`src/rtl/cdt_pkg.sv`:
```
package cdt_pkg;

    localparam int CNT_W  = 32;
    localparam int PRE_W  = 12;
    localparam int ADDR_W = 5;

    // register offsets
    localparam logic [ADDR_W-1:0] OFS_CTRL = 5'h00;
    localparam logic [ADDR_W-1:0] OFS_STAT = 5'h04;
    localparam logic [ADDR_W-1:0] OFS_LOAD = 5'h08;
    localparam logic [ADDR_W-1:0] OFS_CMP  = 5'h0C;
    localparam logic [ADDR_W-1:0] OFS_CNT  = 5'h10;

    // control bit positions
    localparam int BIT_EN    = 0;
    localparam int BIT_ENMOD = 1;
    localparam int BIT_IRQEN = 2;
    localparam int BIT_RLD   = 3;
    localparam int PRE_LSB   = 4;
    localparam int BIT_SWR   = 16;
    localparam int BIT_OVW   = 17;
    localparam int PIN_LSB   = 22;

    typedef enum logic [1:0] {
        PIN_OFF    = 2'd0,
        PIN_TOGGLE = 2'd1,
        PIN_CLEAR  = 2'd2,
        PIN_SET    = 2'd3
    } pin_mode_e;

    typedef enum logic {
        ST_OFF = 1'b0,
        ST_RUN = 1'b1
    } cnt_state_e;

    typedef struct packed {
        logic             run;
        logic             load_on_start;
        logic             irq_en;
        logic             reload;
        logic [PRE_W-1:0] presc;
        logic             overwrite;
        pin_mode_e        pin_mode;
    } ctrl_t;

    function automatic ctrl_t ctrl_from_word(input logic [CNT_W-1:0] w);
        ctrl_t c;
        c.run           = w[BIT_EN];
        c.load_on_start = w[BIT_ENMOD];
        c.irq_en        = w[BIT_IRQEN];
        c.reload        = w[BIT_RLD];
        c.presc         = w[PRE_LSB +: PRE_W];
        c.overwrite     = w[BIT_OVW];
        c.pin_mode      = pin_mode_e'(w[PIN_LSB +: 2]);
        return c;
    endfunction

    function automatic logic [CNT_W-1:0] ctrl_to_word(input ctrl_t c);
        logic [CNT_W-1:0] w;
        w                   = '0;
        w[BIT_EN]           = c.run;
        w[BIT_ENMOD]        = c.load_on_start;
        w[BIT_IRQEN]        = c.irq_en;
        w[BIT_RLD]          = c.reload;
        w[PRE_LSB +: PRE_W] = c.presc;
        w[BIT_OVW]          = c.overwrite;
        w[PIN_LSB +: 2]     = c.pin_mode;
        return w;
    endfunction

endpackage

```
`src/rtl/cdt_regs.sv`:
```
module cdt_regs
    import cdt_pkg::*;
(
    input  logic              clk,
    input  logic              rst_n,
    input  logic              bus_wr,
    input  logic [ADDR_W-1:0] bus_addr,
    input  logic [CNT_W-1:0]  bus_wdata,
    output logic [CNT_W-1:0]  bus_rdata,
    input  logic [CNT_W-1:0]  cnt_val,
    input  logic              flag,
    output ctrl_t             ctrl,
    output logic [CNT_W-1:0]  load_val,
    output logic [CNT_W-1:0]  cmp_val,
    output logic              soft_rst,
    output logic              ack,
    output logic              ovw_pulse,
    output logic              start_pulse,
    output logic              start_load,
    output logic [CNT_W-1:0]  start_val
);

    logic wr_ctrl, wr_stat, wr_load, wr_cmp;

    // write decode
    always_comb begin
        wr_ctrl = bus_wr && (bus_addr == OFS_CTRL);
        wr_stat = bus_wr && (bus_addr == OFS_STAT);
        wr_load = bus_wr && (bus_addr == OFS_LOAD);
        wr_cmp  = bus_wr && (bus_addr == OFS_CMP);
    end

    // command pulses derived from the written word
    always_comb begin
        soft_rst    = wr_ctrl && bus_wdata[BIT_SWR];
        ack         = wr_stat && bus_wdata[0];
        ovw_pulse   = wr_load && ctrl.overwrite;
        start_pulse = wr_ctrl && !bus_wdata[BIT_SWR] && bus_wdata[BIT_EN] && !ctrl.run;
        start_load  = start_pulse && bus_wdata[BIT_ENMOD];
        start_val   = bus_wdata[BIT_RLD] ? load_val : '1;
    end

    always_ff @(posedge clk or negedge rst_n) begin
        if (!rst_n) begin
            ctrl     <= '0;
            load_val <= '1;
            cmp_val  <= '0;
        end else begin
            if (soft_rst) begin
                ctrl <= '0;
            end else if (wr_ctrl) begin
                ctrl <= ctrl_from_word(bus_wdata);
            end
            if (wr_load) begin
                load_val <= bus_wdata;
            end
            if (wr_cmp) begin
                cmp_val <= bus_wdata;
            end
        end
    end

    // read port
    always_comb begin
        case (bus_addr)
            OFS_CTRL: bus_rdata = ctrl_to_word(ctrl);
            OFS_STAT: bus_rdata = {{(CNT_W-1){1'b0}}, flag};
            OFS_LOAD: bus_rdata = load_val;
            OFS_CMP:  bus_rdata = cmp_val;
            OFS_CNT:  bus_rdata = cnt_val;
            default:  bus_rdata = '0;
        endcase
    end

endmodule

```
`src/rtl/cdt_presc.sv`:
```
module cdt_presc #(
    parameter int W = cdt_pkg::PRE_W
) (
    input  logic         clk,
    input  logic         rst_n,
    input  logic         enable,
    input  logic         restart,
    input  logic [W-1:0] divider,
    output logic         tick
);

    logic [W-1:0] phase;

    // a lowered divider still ends the current phase at once
    assign tick = enable && (phase >= divider);

    always_ff @(posedge clk or negedge rst_n) begin
        if (!rst_n) begin
            phase <= '0;
        end else if (restart || !enable || tick) begin
            phase <= '0;
        end else begin
            phase <= phase + 1'b1;
        end
    end

endmodule

```
`src/rtl/cdt_count.sv`:
```
module cdt_count
    import cdt_pkg::*;
#(
    parameter int W = CNT_W
) (
    input  logic         clk,
    input  logic         rst_n,
    input  logic         soft_rst,
    input  logic         run,
    input  logic         tick,
    input  logic         reload,
    input  logic         start_pulse,
    input  logic         start_load,
    input  logic [W-1:0] start_val,
    input  logic         ovw_pulse,
    input  logic [W-1:0] ovw_val,
    input  logic [W-1:0] load_val,
    input  logic [W-1:0] cmp_val,
    output logic [W-1:0] cnt,
    output logic         hit
);

    cnt_state_e state, state_nxt;
    logic [W-1:0] cnt_nxt;

    // next-state logic: START, STOP, SOFT_RESET
    always_comb begin
        state_nxt = state;
        unique case (state)
            ST_OFF: if (start_pulse)                 state_nxt = ST_RUN;
            ST_RUN: if (soft_rst)                    state_nxt = ST_OFF;
                    else if (!run && !start_pulse)   state_nxt = ST_OFF;
        endcase
    end

    // state register
    always_ff @(posedge clk or negedge rst_n) begin
        if (!rst_n) state <= ST_OFF;
        else        state <= state_nxt;
    end

    // counter datapath and match detection
    always_comb begin
        cnt_nxt = cnt;
        hit     = 1'b0;
        if (soft_rst) begin
            cnt_nxt = '0;
        end else if (ovw_pulse) begin
            cnt_nxt = ovw_val;
        end else if (start_load) begin
            cnt_nxt = start_val;
        end else if (state == ST_RUN && tick) begin
            if (cnt == '0) cnt_nxt = reload ? load_val : '1;
            else           cnt_nxt = cnt - 1'b1;
            hit = (cnt_nxt == cmp_val);
        end
    end

    always_ff @(posedge clk or negedge rst_n) begin
        if (!rst_n) cnt <= '0;
        else        cnt <= cnt_nxt;
    end

endmodule

```
`src/rtl/cdt_event.sv`:
```
module cdt_event
    import cdt_pkg::*;
(
    input  logic      clk,
    input  logic      rst_n,
    input  logic      soft_rst,
    input  logic      hit,
    input  logic      ack,
    input  logic      irq_en,
    input  pin_mode_e pin_mode,
    output logic      flag,
    output logic      irq,
    output logic      out_pin
);

    logic pin_q;

    always_ff @(posedge clk or negedge rst_n) begin
        if (!rst_n) begin
            flag  <= 1'b0;
            pin_q <= 1'b0;
        end else if (soft_rst) begin
            flag  <= 1'b0;
            pin_q <= 1'b0;
        end else begin
            if (hit)      flag <= 1'b1;
            else if (ack) flag <= 1'b0;
            if (hit) begin
                unique case (pin_mode)
                    PIN_OFF:    pin_q <= pin_q;
                    PIN_TOGGLE: pin_q <= !pin_q;
                    PIN_CLEAR:  pin_q <= 1'b0;
                    PIN_SET:    pin_q <= 1'b1;
                endcase
            end
        end
    end

    assign irq     = flag && irq_en;
    assign out_pin = (pin_mode == PIN_OFF) ? 1'b0 : pin_q;

endmodule

```
`src/rtl/cmp_down_timer.sv`:
```
module cmp_down_timer
    import cdt_pkg::*;
(
    input  logic              clk,
    input  logic              rst_n,
    input  logic              bus_wr,
    input  logic [ADDR_W-1:0] bus_addr,
    input  logic [CNT_W-1:0]  bus_wdata,
    output logic [CNT_W-1:0]  bus_rdata,
    output logic              irq,
    output logic              out_pin
);

    ctrl_t            ctrl_q;
    logic [CNT_W-1:0] load_w, cmp_w, cnt_w, start_val_w;
    logic             soft_rst_w, ack_w, ovw_w, start_w, start_load_w;
    logic             tick_w, hit_w, flag_w;
    logic             run_w, rld_w;

    assign run_w = ctrl_q.run;
    assign rld_w = ctrl_q.reload;

    cdt_regs regs_i (
        .clk        (clk),
        .rst_n      (rst_n),
        .bus_wr     (bus_wr),
        .bus_addr   (bus_addr),
        .bus_wdata  (bus_wdata),
        .bus_rdata  (bus_rdata),
        .cnt_val    (cnt_w),
        .flag       (flag_w),
        .ctrl       (ctrl_q),
        .load_val   (load_w),
        .cmp_val    (cmp_w),
        .soft_rst   (soft_rst_w),
        .ack        (ack_w),
        .ovw_pulse  (ovw_w),
        .start_pulse(start_w),
        .start_load (start_load_w),
        .start_val  (start_val_w)
    );

    cdt_presc #(.W(PRE_W)) presc_i (
        .clk    (clk),
        .rst_n  (rst_n),
        .enable (run_w),
        .restart(start_w || ovw_w || soft_rst_w),
        .divider(ctrl_q.presc),
        .tick   (tick_w)
    );

    cdt_count #(.W(CNT_W)) count_i (
        .clk        (clk),
        .rst_n      (rst_n),
        .soft_rst   (soft_rst_w),
        .run        (run_w),
        .tick       (tick_w),
        .reload     (rld_w),
        .start_pulse(start_w),
        .start_load (start_load_w),
        .start_val  (start_val_w),
        .ovw_pulse  (ovw_w),
        .ovw_val    (bus_wdata),
        .load_val   (load_w),
        .cmp_val    (cmp_w),
        .cnt        (cnt_w),
        .hit        (hit_w)
    );

    cdt_event event_i (
        .clk     (clk),
        .rst_n   (rst_n),
        .soft_rst(soft_rst_w),
        .hit     (hit_w),
        .ack     (ack_w),
        .irq_en  (ctrl_q.irq_en),
        .pin_mode(ctrl_q.pin_mode),
        .flag    (flag_w),
        .irq     (irq),
        .out_pin (out_pin)
    );

endmodule

```
`config.mk`:
```
export PLATFORM = sky130hd
export DESIGN_NAME = cmp_down_timer
export DESIGN_NICKNAME = d
export VERILOG_FILES = /design/src/rtl/cdt_pkg.sv /design/src/rtl/cdt_regs.sv /design/src/rtl/cdt_presc.sv /design/src/rtl/cdt_count.sv /design/src/rtl/cdt_event.sv /design/src/rtl/cmp_down_timer.sv
export SDC_FILE = /design/constraint.sdc
export NUM_CORES = 1
export LEC_CHECK = 0
export BUFFER_PORTS_ARGS = -buffer_cell sky130_fd_sc_hd__buf_4
export CORE_MARGIN = 5
export CORE_UTILIZATION = 45
export DETAILED_ROUTE_END_ITERATION = 10
export GPL_ROUTABILITY_DRIVEN = 0
export SLEW_MARGIN = 40
export SYNTH_ARGS = -nofsm -noshare
export SYNTH_HDL_FRONTEND = slang
export SYNTH_HIERARCHICAL = 1
export SYNTH_SLANG_ARGS = --single-unit
export TNS_END_PERCENT = 10
```
`constraint.sdc`:
```
create_clock -name clk -period 11.1 [get_ports clk]
set_input_delay 1.11 -clock clk [delete_from_list [all_inputs] [get_ports clk]]
set_output_delay 1.11 -clock clk [all_outputs]
set_load 0.1 [all_outputs]
```
# Yosys cells after proc, flatten, opt, wreduce, memory -nomap -nowiden
# Index checks and enable logic that the tools add are counted.
dict set report totals {
  inputBits 40
  wordCells 88
  regBits 130
  output_inout_bits 34
}
dict set report classes {
  n_addsub 2
  order_cmp 1
  bitwise_logic 1
  n_reduce_logical 31
  mux 30
  eq_ne 9
}
# op n
set ops {}
lappend ops {{2-to-1 mux 32 bit} 11}
lappend ops {{case mux 32 bit (5 select lines)} 1}
lappend ops {{2-to-1 mux 19 bit} 2}
lappend ops {{equality test 32 bit} 1}
lappend ops {{zero test 32 bit} 1}
lappend ops {{subtractor 32 x 1 -> 32 bit, second input constant} 1}
lappend ops {{logical AND 1 bit} 15}
lappend ops {{2-to-1 mux 1 bit} 13}
lappend ops {{adder 12 x 1 -> 12 bit, second input constant} 1}
lappend ops {{greater-or-equal comparator 12 bit} 1}
lappend ops {{2-to-1 mux 12 bit} 1}
lappend ops {{equality test 5 x 4 -> 1 bit, second input constant} 2}
lappend ops {{equality test 5 x 3 -> 1 bit, second input constant} 1}
lappend ops {{equality test 5 bit, second input constant} 1}
lappend ops {{zero test 5 bit} 1}
lappend ops {{equality test 2 bit, second input constant} 2}
lappend ops {{zero test 1 bit} 4}
lappend ops {{logical OR 1 bit} 4}
lappend ops {{nonzero test 2 bit} 2}
lappend ops {{nonzero test 4 bit} 1}
lappend ops {{case mux 1 bit (3 select lines)} 1}
lappend ops {{nonzero test 3 bit} 1}
lappend ops {{equality test 2 x 1 -> 1 bit, second input constant} 1}
lappend ops {{zero test 2 bit} 1}
lappend ops {{4 further kinds} 4}

# Depth between registers and ports, before layout
# Gate-level depths: netlist of the first run.
dict set report depth {
  word_depth 16
  mapped_depth 15
  depth_no_buf 15
}

# By module
# The synthesis of the first run kept the hierarchy.
# mod area_per_inst_um2 n_inst cells_per_inst seq_area_each_um2
set by_module_without_submodules {}
lappend by_module_without_submodules {cdt_regs 4526.8 1 353 2117.0}
lappend by_module_without_submodules {cdt_count 3744.8 1 501 825.8}
lappend by_module_without_submodules {cdt_presc 960.9 1 99 300.3}
lappend by_module_without_submodules {cdt_event 113.9 1 11 50.0}
lappend by_module_without_submodules {cmp_down_timer 6.3 1 1 0.0}

# Least setup slack after synthesis of the first run
# OpenSTA, ideal clock, no wires.
dict set report synth_timing {
  path_kind {input-to-output}
  startpoint {in bus_addr[1]}
  endpoint {out bus_rdata[16]}
  required_ns 9.990
  stages 4
  arrival_ns 3.299
  path_slack_ns 6.691
  path_buffers 2
  path_cell_list {or3_1 -> buf_6 -> clkbuf_1 -> o2bb2ai_1}
}
dict set report synth_via {
  elab_chain_cells 2
  word_cells_on_any_way 6
  classes_between {eq/ne (4); mux (1); reduce/logical (1)}
}
# element line_no
set synth_rtl {}
lappend synth_rtl {{start: declaration} cmp_down_timer.sv:7} ;# input logic [ADDR_W-1:0] bus_addr,
lappend synth_rtl {{equality test 5 bit, or another cell as far along} cdt_regs.sv:65} ;# case (bus_addr)
lappend synth_rtl {{case mux 32 bit (5 select lines) (*)} cdt_regs.sv:65}
lappend synth_rtl {{end: declaration} cmp_down_timer.sv:9} ;# output logic [CNT_W-1:0] bus_rdata,
# Every way passes the cells marked *; elsewhere a longest branch is shown, timed or not.

# Final worst setup path of the first run
dict set report layout_timing {
  startpoint {reg count_i.cnt[0]}
  endpoint {reg event_i.pin_q}
}
dict set report layout_via {
  elab_chain_cells 13
  word_cells_on_any_way 14
  classes_between {add/sub (1); eq/ne (1); mux (9); reduce/logical (3)}
}
# element line_no
set layout_rtl {}
lappend layout_rtl {{start: declaration} cdt_count.sv:19} ;# output logic [W-1:0] cnt,
lappend layout_rtl {{start signal: assignment} cdt_count.sv:61} ;# else cnt <= cnt_nxt;
lappend layout_rtl {{subtractor 32 x 1 -> 32 bit / zero test 32 bit (equally long branches)} {cdt_count.sv:54, cdt_count.sv:53}}
lappend layout_rtl {{2-to-1 mux 32 bit (*)} cdt_count.sv:53} ;# if (cnt == '0) cnt_nxt = reload ? load_val : '1;
lappend layout_rtl {{2-to-1 mux 32 bit (*)} cdt_count.sv:52} ;# end else if (state == ST_RUN && tick) begin
lappend layout_rtl {{2-to-1 mux 32 bit (*)} cdt_count.sv:50} ;# end else if (start_load) begin
lappend layout_rtl {{2-to-1 mux 32 bit (*)} cdt_count.sv:48} ;# end else if (ovw_pulse) begin
lappend layout_rtl {{2-to-1 mux 32 bit (*)} cdt_count.sv:46} ;# if (soft_rst) begin
lappend layout_rtl {{equality test 32 bit (*)} cdt_count.sv:55} ;# hit = (cnt_nxt == cmp_val);
lappend layout_rtl {{2-to-1 mux 1 bit (*)} cdt_count.sv:52}
lappend layout_rtl {{2-to-1 mux 1 bit (*)} cdt_count.sv:50}
lappend layout_rtl {{2-to-1 mux 1 bit (*)} cdt_count.sv:48}
lappend layout_rtl {{2-to-1 mux 1 bit (*)} cdt_count.sv:46}
lappend layout_rtl {{named net hit_w} cmp_down_timer.sv:17} ;# logic tick_w, hit_w, flag_w;
lappend layout_rtl {{nonzero test 2 bit (no line) (*)} -}
lappend layout_rtl {{AND reduction 2 bit (no line) (*)} -}
lappend layout_rtl {{end signal: assignment} cdt_event.sv:30} ;# PIN_OFF: pin_q <= pin_q;
lappend layout_rtl {{end signal: assignment} cdt_event.sv:31} ;# PIN_TOGGLE: pin_q <= !pin_q;
lappend layout_rtl {{end: declaration} cdt_event.sv:16} ;# logic pin_q;
# Mark *: on every way through the listed nets, which the timed path passes. The rest lies on a longest branch. The select of a mux whose other input is x is not followed.
# A chain may end at the register's enable or synchronous reset.

==> results of run 1 <==
## synth_stat cells, drive strengths merged, types with 11 or more instances
master / number
a21oi: 26
a221o: 19
a22o: 34
a22oi: 14
and3: 20
buf: 32
clkbuf: 39
dfrtp: 98
dfstp: 32
ha: 15
inv: 40
mux2: 85
mux2i: 11
nand2: 69
nand2b: 38
nand3: 26
nand4: 15
nor2: 33
nor2b: 22
nor3: 37
nor4: 17
o211ai: 11
o21ai: 51
o2bb2ai: 15
or4: 13
xnor2: 24
xor2: 17
## worst max path at each step
stage,start,endpoint
floorplan,bus_addr[1],bus_rdata[16]
global placement,bus_addr[4],event_i/pin_q
detailed placement,count_i/cnt[0],event_i/pin_q
CTS,count_i/cnt[0],event_i/pin_q
global route,count_i/cnt[0],event_i/pin_q
finish,count_i/cnt[0],event_i/pin_q
## logic make-up (layout without fill, tap and decap cells)
group | count (synthesis) | in the layout
buf+inv | 111 | 160
compound gates | 249 | 249
mux | 96 | 96
simple gates | 323 | 323
flops | 130 | 130
fa+ha+maj | 15 | 15
xor+xnor | 41 | 41
## layout by cell type (no fill, tap or decap), drive strengths merged, types with 19 or more instances in the layout
cell type | synthesis | routed
nor2 | 33 | 33
dfstp | 32 | 32
a221o | 19 | 19
buf | 32 | 88
nor2b | 22 | 22
dfrtp | 98 | 98
nand2b | 38 | 38
xnor2 | 24 | 24
a21oi | 26 | 26
nand3 | 26 | 26
mux2 | 85 | 85
o21ai | 51 | 51
nor3 | 37 | 37
nand2 | 69 | 69
inv | 40 | 47
clkbuf | 39 | 19
a22o | 34 | 34
and3 | 20 | 20
## report_power, final
group,internal [mW],total (mW),switching (mW)
Clock,0.295,0.528,0.234
Sequential,0.597,0.791,0.194
Combinational,0.457,1.11,0.650
## metal layers
metal	vias up	GRT usage, %	routed length (um)
met5	-	0	13
met4	2	7.53	676
met3	59	6.04	2210
met2	346	38.3	13400
met1	3963	35.2	13500
li1	3699	-	-
## worst max-delay path, cell delays in order (launching register included)
cell and delay, ns:
dfrtp_1 0.47, inv_1 0.16, ha_1 0.22, nor3b_1 0.72
nand2_1 0.52, or4b_2 0.73, nand3_1 0.15, a21boi_0 0.14
nor4_1 0.39, nand4_1 0.22, nor4_2 0.42, o21ai_0 0.15
a32o_1 0.23
## sequential cells by signal, summed over array words and instances, names as in the netlist
register         count
count_i/cnt         32
presc_i/phase       12
event_i/pin_q        1
event_i/flag         1
regs_i/load_val     32
count_i/state        1
regs_i/cmp_val      32
regs_i/ctrl         19
## stage by stage
step / std cells / power, mW / utilization [%]
global placement: 1249 / 1.85 / 48.9
detailed placement: 1252 / 1.86 / 49.2
global route: 1284 / 2.57 / 51.9
floorplan: 965 / 1.57 / -
CTS: 1284 / 2.40 / 51.8
finish: 1284 / 2.43 / 51.9
## cell type report
class                      count  area [um2]  share of cell area (%)
tap                          270         338                    3.19
timing repair buffer          88         703                    6.65
inverter                      40         150                    1.42
clock buffer                  19         443                    4.19
sequential                   130        3290                    31.1
multi-input combinational    724        5550                    52.5
clock inverter                13        98.8                   0.935
==> flow_summary.toml, run 1 <==
[hold_path]
hold_end = "regs_i/ctrl[17]"
min_path_type = "reg -> reg"
hold_depth = 1
min_from = "regs_i/ctrl[17]"

[worst_setup_path]
r2r_end = "event_i/pin_q"
end_kind = "flop"
r2r_setup_slack_ns = 6.48
required_ns = 11.42
regToRegStartpoint = "count_i/cnt[0]"
crit_fanout = 12
critPathLaunchType = "flop"
worstSetupPathType = "reg -> reg"
arrival_ns = 4.94
rr_worst_depth = 12

[synth]
syn_inst = 965
synth_mux_area_share_pct = 12.6
synth_edf_count = 0
ys.flop_type = "dfrtp_1"
synth_simple_gate_area_share_pct = 20.6
synthXorXnorAreaFrac_pct = 3.84
async_reset_ff_share_pct = 100
synth_top_family_by_area = "simple AND/OR/NAND/NOR gates"
yosys_register_bits = 130
synth.distinct_cells = 85
yosysWarnings = 6
yosysTopAreaCell = "dfrtp_1"
synth_nets = 1020
synth_area_leaders = "dfrtp_1, dfstp_2, mux2_4, mux2_1, a22o_1"
synth_top_area_share_pct = 26.2
syn_area_um2 = 9350
synth_compound_area_share_pct = 19.9
synthAdderAreaFrac_pct = 2.01
ys_seq_area_share_pct = 35.2
avgSynthCellArea_um2 = 9.69

[die]
ios = 74
dieArea_um2 = 23800
die_h_um = 154
die_w_um = 154
start_util_pct = 45.9
num_rows = 52
core-area_um2 = 20400

[clock_network]
cts_sinks = 130
htreeDepth = 4
cts_made_buffers = 17
holdBufCountCts = 0
clockRootBuffer = "clkbuf_16"
post-cts-setup-buffer-count = 0
cts_tree = "done"
cts_resized = 0
clkTransAtPathRegs_ns = 0.06
cts_buffer_depth = 2
insertion_delay_ns = 0.43

[power]
vdd_drop_max_v = 0.000109
p_leak_nw = 4.48
p_per_area_nw_per_um2 = 229

[final_layout]
num-nets-final = 1056
n_antenna_cell = 0
design_area_um2 = 10600
final_layout_size_suffix_gt1_share_pct = 25.0
n_fill_cell = 1865
areaGrowthSynthToFinish_pct = 13.1

[timing]
rsz0062_at_grt = "no"
setup_viol = 0
setup_tns_ns = 0
relSlewSlack_pct = 39.3
slew_violations = 0
tightest_slew_ns = 0.903
fin_ws_ns = 6.48
period_needed_ns = 4.62
finalCritPeriodShare_pct = 41.7
skew_ns = 0.0103
fmaxAchievable_mhz = 216
holdWs_ns = 0.507
hold_viol = 0

[global_routing]
grt_util_all_layers_pct = 25.0
grt_max_degree = 67
grt_overflow = 0
antenna_found_initial = 1
grt_pass1_vias = 8035
grt_first_pass_wirelength_um = 47100

[routing]
drt_iter0_markers = 744
postRouteAntennaNets = 0
vias = 8069
finalWirelength_um = 29800
firstDrtPassIters = 5
wl_per_cell_um = 23.2
drc = 0
viasPerCell = 6.28

[placement]
dpl.hpwl_um = 20900
detailed_place.area_um2 = 10000
pre_cts_slack_ns = 6.30
port_buffers = 73

[run_status]
status = "finished clean"

[run]
maxCapViolCount = 0
(Power assumes the default switching activity.)
==> run 2, diff against run 1 <==
==> constraint.sdc (replaced) <==
create_clock -name clk -period 4.7 [get_ports clk]
set_input_delay 0.47 -clock clk [delete_from_list [all_inputs] [get_ports clk]]
set_output_delay 0.47 -clock clk [all_outputs]
set_load 0.1 [all_outputs]
==> flow_summary.toml, run 2 (synthesis gave the netlist of run 1 again) <==
[run_status]
status = "finished clean"

[worst_setup_path]
crit_fanout = 6
worstSetupPathType = "reg -> reg"
required_ns = 5.01
critPathLaunchType = "flop"
arrival_ns = 4.62
end_kind = "flop"

[final_layout]
final_cell_mix = "buf_4, dfrtp_1, nand2_1, o21ai_0, inv_1"
final_layout_size_suffix_gt1_share_pct = 26.2
finalNonFillerCells = 1304
n_antenna_cell = 0
n_fill_cell = 1844
areaGrowthSynthToFinish_pct = 15.5
top_regs = "count_i/cnt: 32 flops, regs_i/cmp_val: 32 flops, regs_i/load_val: 32 flops"
final_common_cell = "buf_4"
num-nets-final = 1076

[timing]
holdWs_ns = 0.0560
finalCritPeriodShare_pct = 91.6
skew_ns = 0.0158
setup_viol = 0
period_needed_ns = 4.30
hold_viol = 0
fmaxAchievable_mhz = 232
setup_tns_ns = 0
rsz0062_at_grt = "no"
slew_violations = 0
tightest_slew_ns = 0.846
relSlewSlack_pct = 43.3

[clock_network]
cts_tree = "done"
cts_resized = 0
htreeDepth = 4
clkTransAtPathRegs_ns = 0.06
cts_buffer_depth = 2
cts_made_buffers = 17
cts_sinks = 130
holdBufCountCts = 0
insertion_delay_ns = 0.42
post-cts-setup-buffer-count = 0
clockRootBuffer = "clkbuf_16"

[die]
core-area_um2 = 20400
start_util_pct = 45.9
dieArea_um2 = 23800
ios = 74
die_h_um = 154
num_rows = 52
die_w_um = 154

[power]
p_leak_nw = 4.62
p_clk_share_pct = 23.7
netSwitchingFraction_pct = 42.1
p_int_mw = 3.47
switchingPower_mw = 2.52
p_per_area_nw_per_um2 = 555
vdd_drop_max_v = 0.000246
p_seq_share_pct = 30.6
pwr-share-comb_pct = 45.7

[hold_path]
min_path_type = "in -> async"

[global_routing]
grt_pass1_vias = 7938
grt_first_pass_wirelength_um = 47400
grt_overflow = 0
grt_util_met1_pct = 37.3
grt_max_degree = 94
antenna_found_initial = 0
met3_usage_pct = 4.53
grt_busiest_layer = "met2"
grt_util_all_layers_pct = 25.2
use_met2_pct = 37.5

[routing]
postRouteAntennaNets = 0
drt_iter0_markers = 826
finalWirelength_um = 30100
firstDrtPassIters = 6
drc = 0
vias = 8202
wl_per_cell_um = 23.1
viasPerCell = 6.29

[placement]
port_buffers = 73
dp.cells = 1272
dpl.hpwl_um = 21400

[run]
maxCapViolCount = 0
[run 2: final timing paths]
| kind | start | to | slack, ns | cells past startpoint |
|---|---|---|---|---|
| max | count_i/cnt[0] | event_i/pin_q | 0.40 | 12 |
| min reg2reg | regs_i/ctrl[16] | regs_i/ctrl[16] | 0.52 | 1 |
| min in group clk | bus_wdata[29] | regs_i/cmp_val[29] | 0.28 | 2 |
| max reg2reg | count_i/cnt[0] | event_i/pin_q | 0.40 | 12 |
| max in group asynchronous | rst_n | regs_i/load_val[20] | 3.66 | 2 |
| min | rst_n | regs_i/cmp_val[27] | 0.06 | 1 |
[run 2: power groups by stage]
stage / registers, mW / logic [mW] / clock network [mW]
floorplan: 1.66 / 2.05 / 0
global placement: 1.84 / 2.68 / 0
detailed placement: 1.84 / 2.66 / 0
CTS: 1.83 / 2.69 / 1.44
global route: 1.88 / 2.98 / 1.49
finish: 1.84 / 2.74 / 1.42
[run 2: layout make-up]
cell class / count / area (um2) / area share [%]
timing repair buffer: 108 / 858 / 7.95
tap: 270 / 338 / 3.13
multi-input combinational: 724 / 5530 / 51.2
sequential: 130 / 3290 / 30.5
clock inverter: 12 / 180 / 1.67
inverter: 40 / 150 / 1.39
clock buffer: 20 / 447 / 4.14
[run 2: routing by layer]
metal / share of wire [%] / wire length, um
met1: 46 / 13900
met2: 44 / 13200
met3: 7.7 / 2320
met4: 2.3 / 695
met5: 0 / 0
[run 2: critical path, cell delays in order (launching register included)]
cell	delay [ns]
dfrtp_1	0.43
inv_1	0.15
ha_1	0.15
or4b_2	0.67
nor4_1	0.38
nand4_1	0.36
or2_1	0.35
a32oi_1	0.19
o221ai_1	0.18
or4_1	0.56
nor4_2	0.37
o21ai_0	0.17
a32o_1	0.23
[run 2: stage by stage]
| stage | util, % | setup WS [ns] | total power, mW | area (um2) |
|---|---|---|---|---|
| 3_3_place_gp | 49.6 | 0.583 | 4.51 | 10100 |
| 3_5_place_dp | 49.9 | 0.447 | 4.50 | 10200 |
| 2_1_floorplan | - | 1.12 | 3.70 | 9350 |
| 6_report | 53.0 | 0.397 | 6.00 | 10800 |
| 4_1_cts | 53.0 | 0.437 | 5.96 | 10800 |
| 5_1_grt | 53.0 | 0.141 | 6.35 | 10800 |
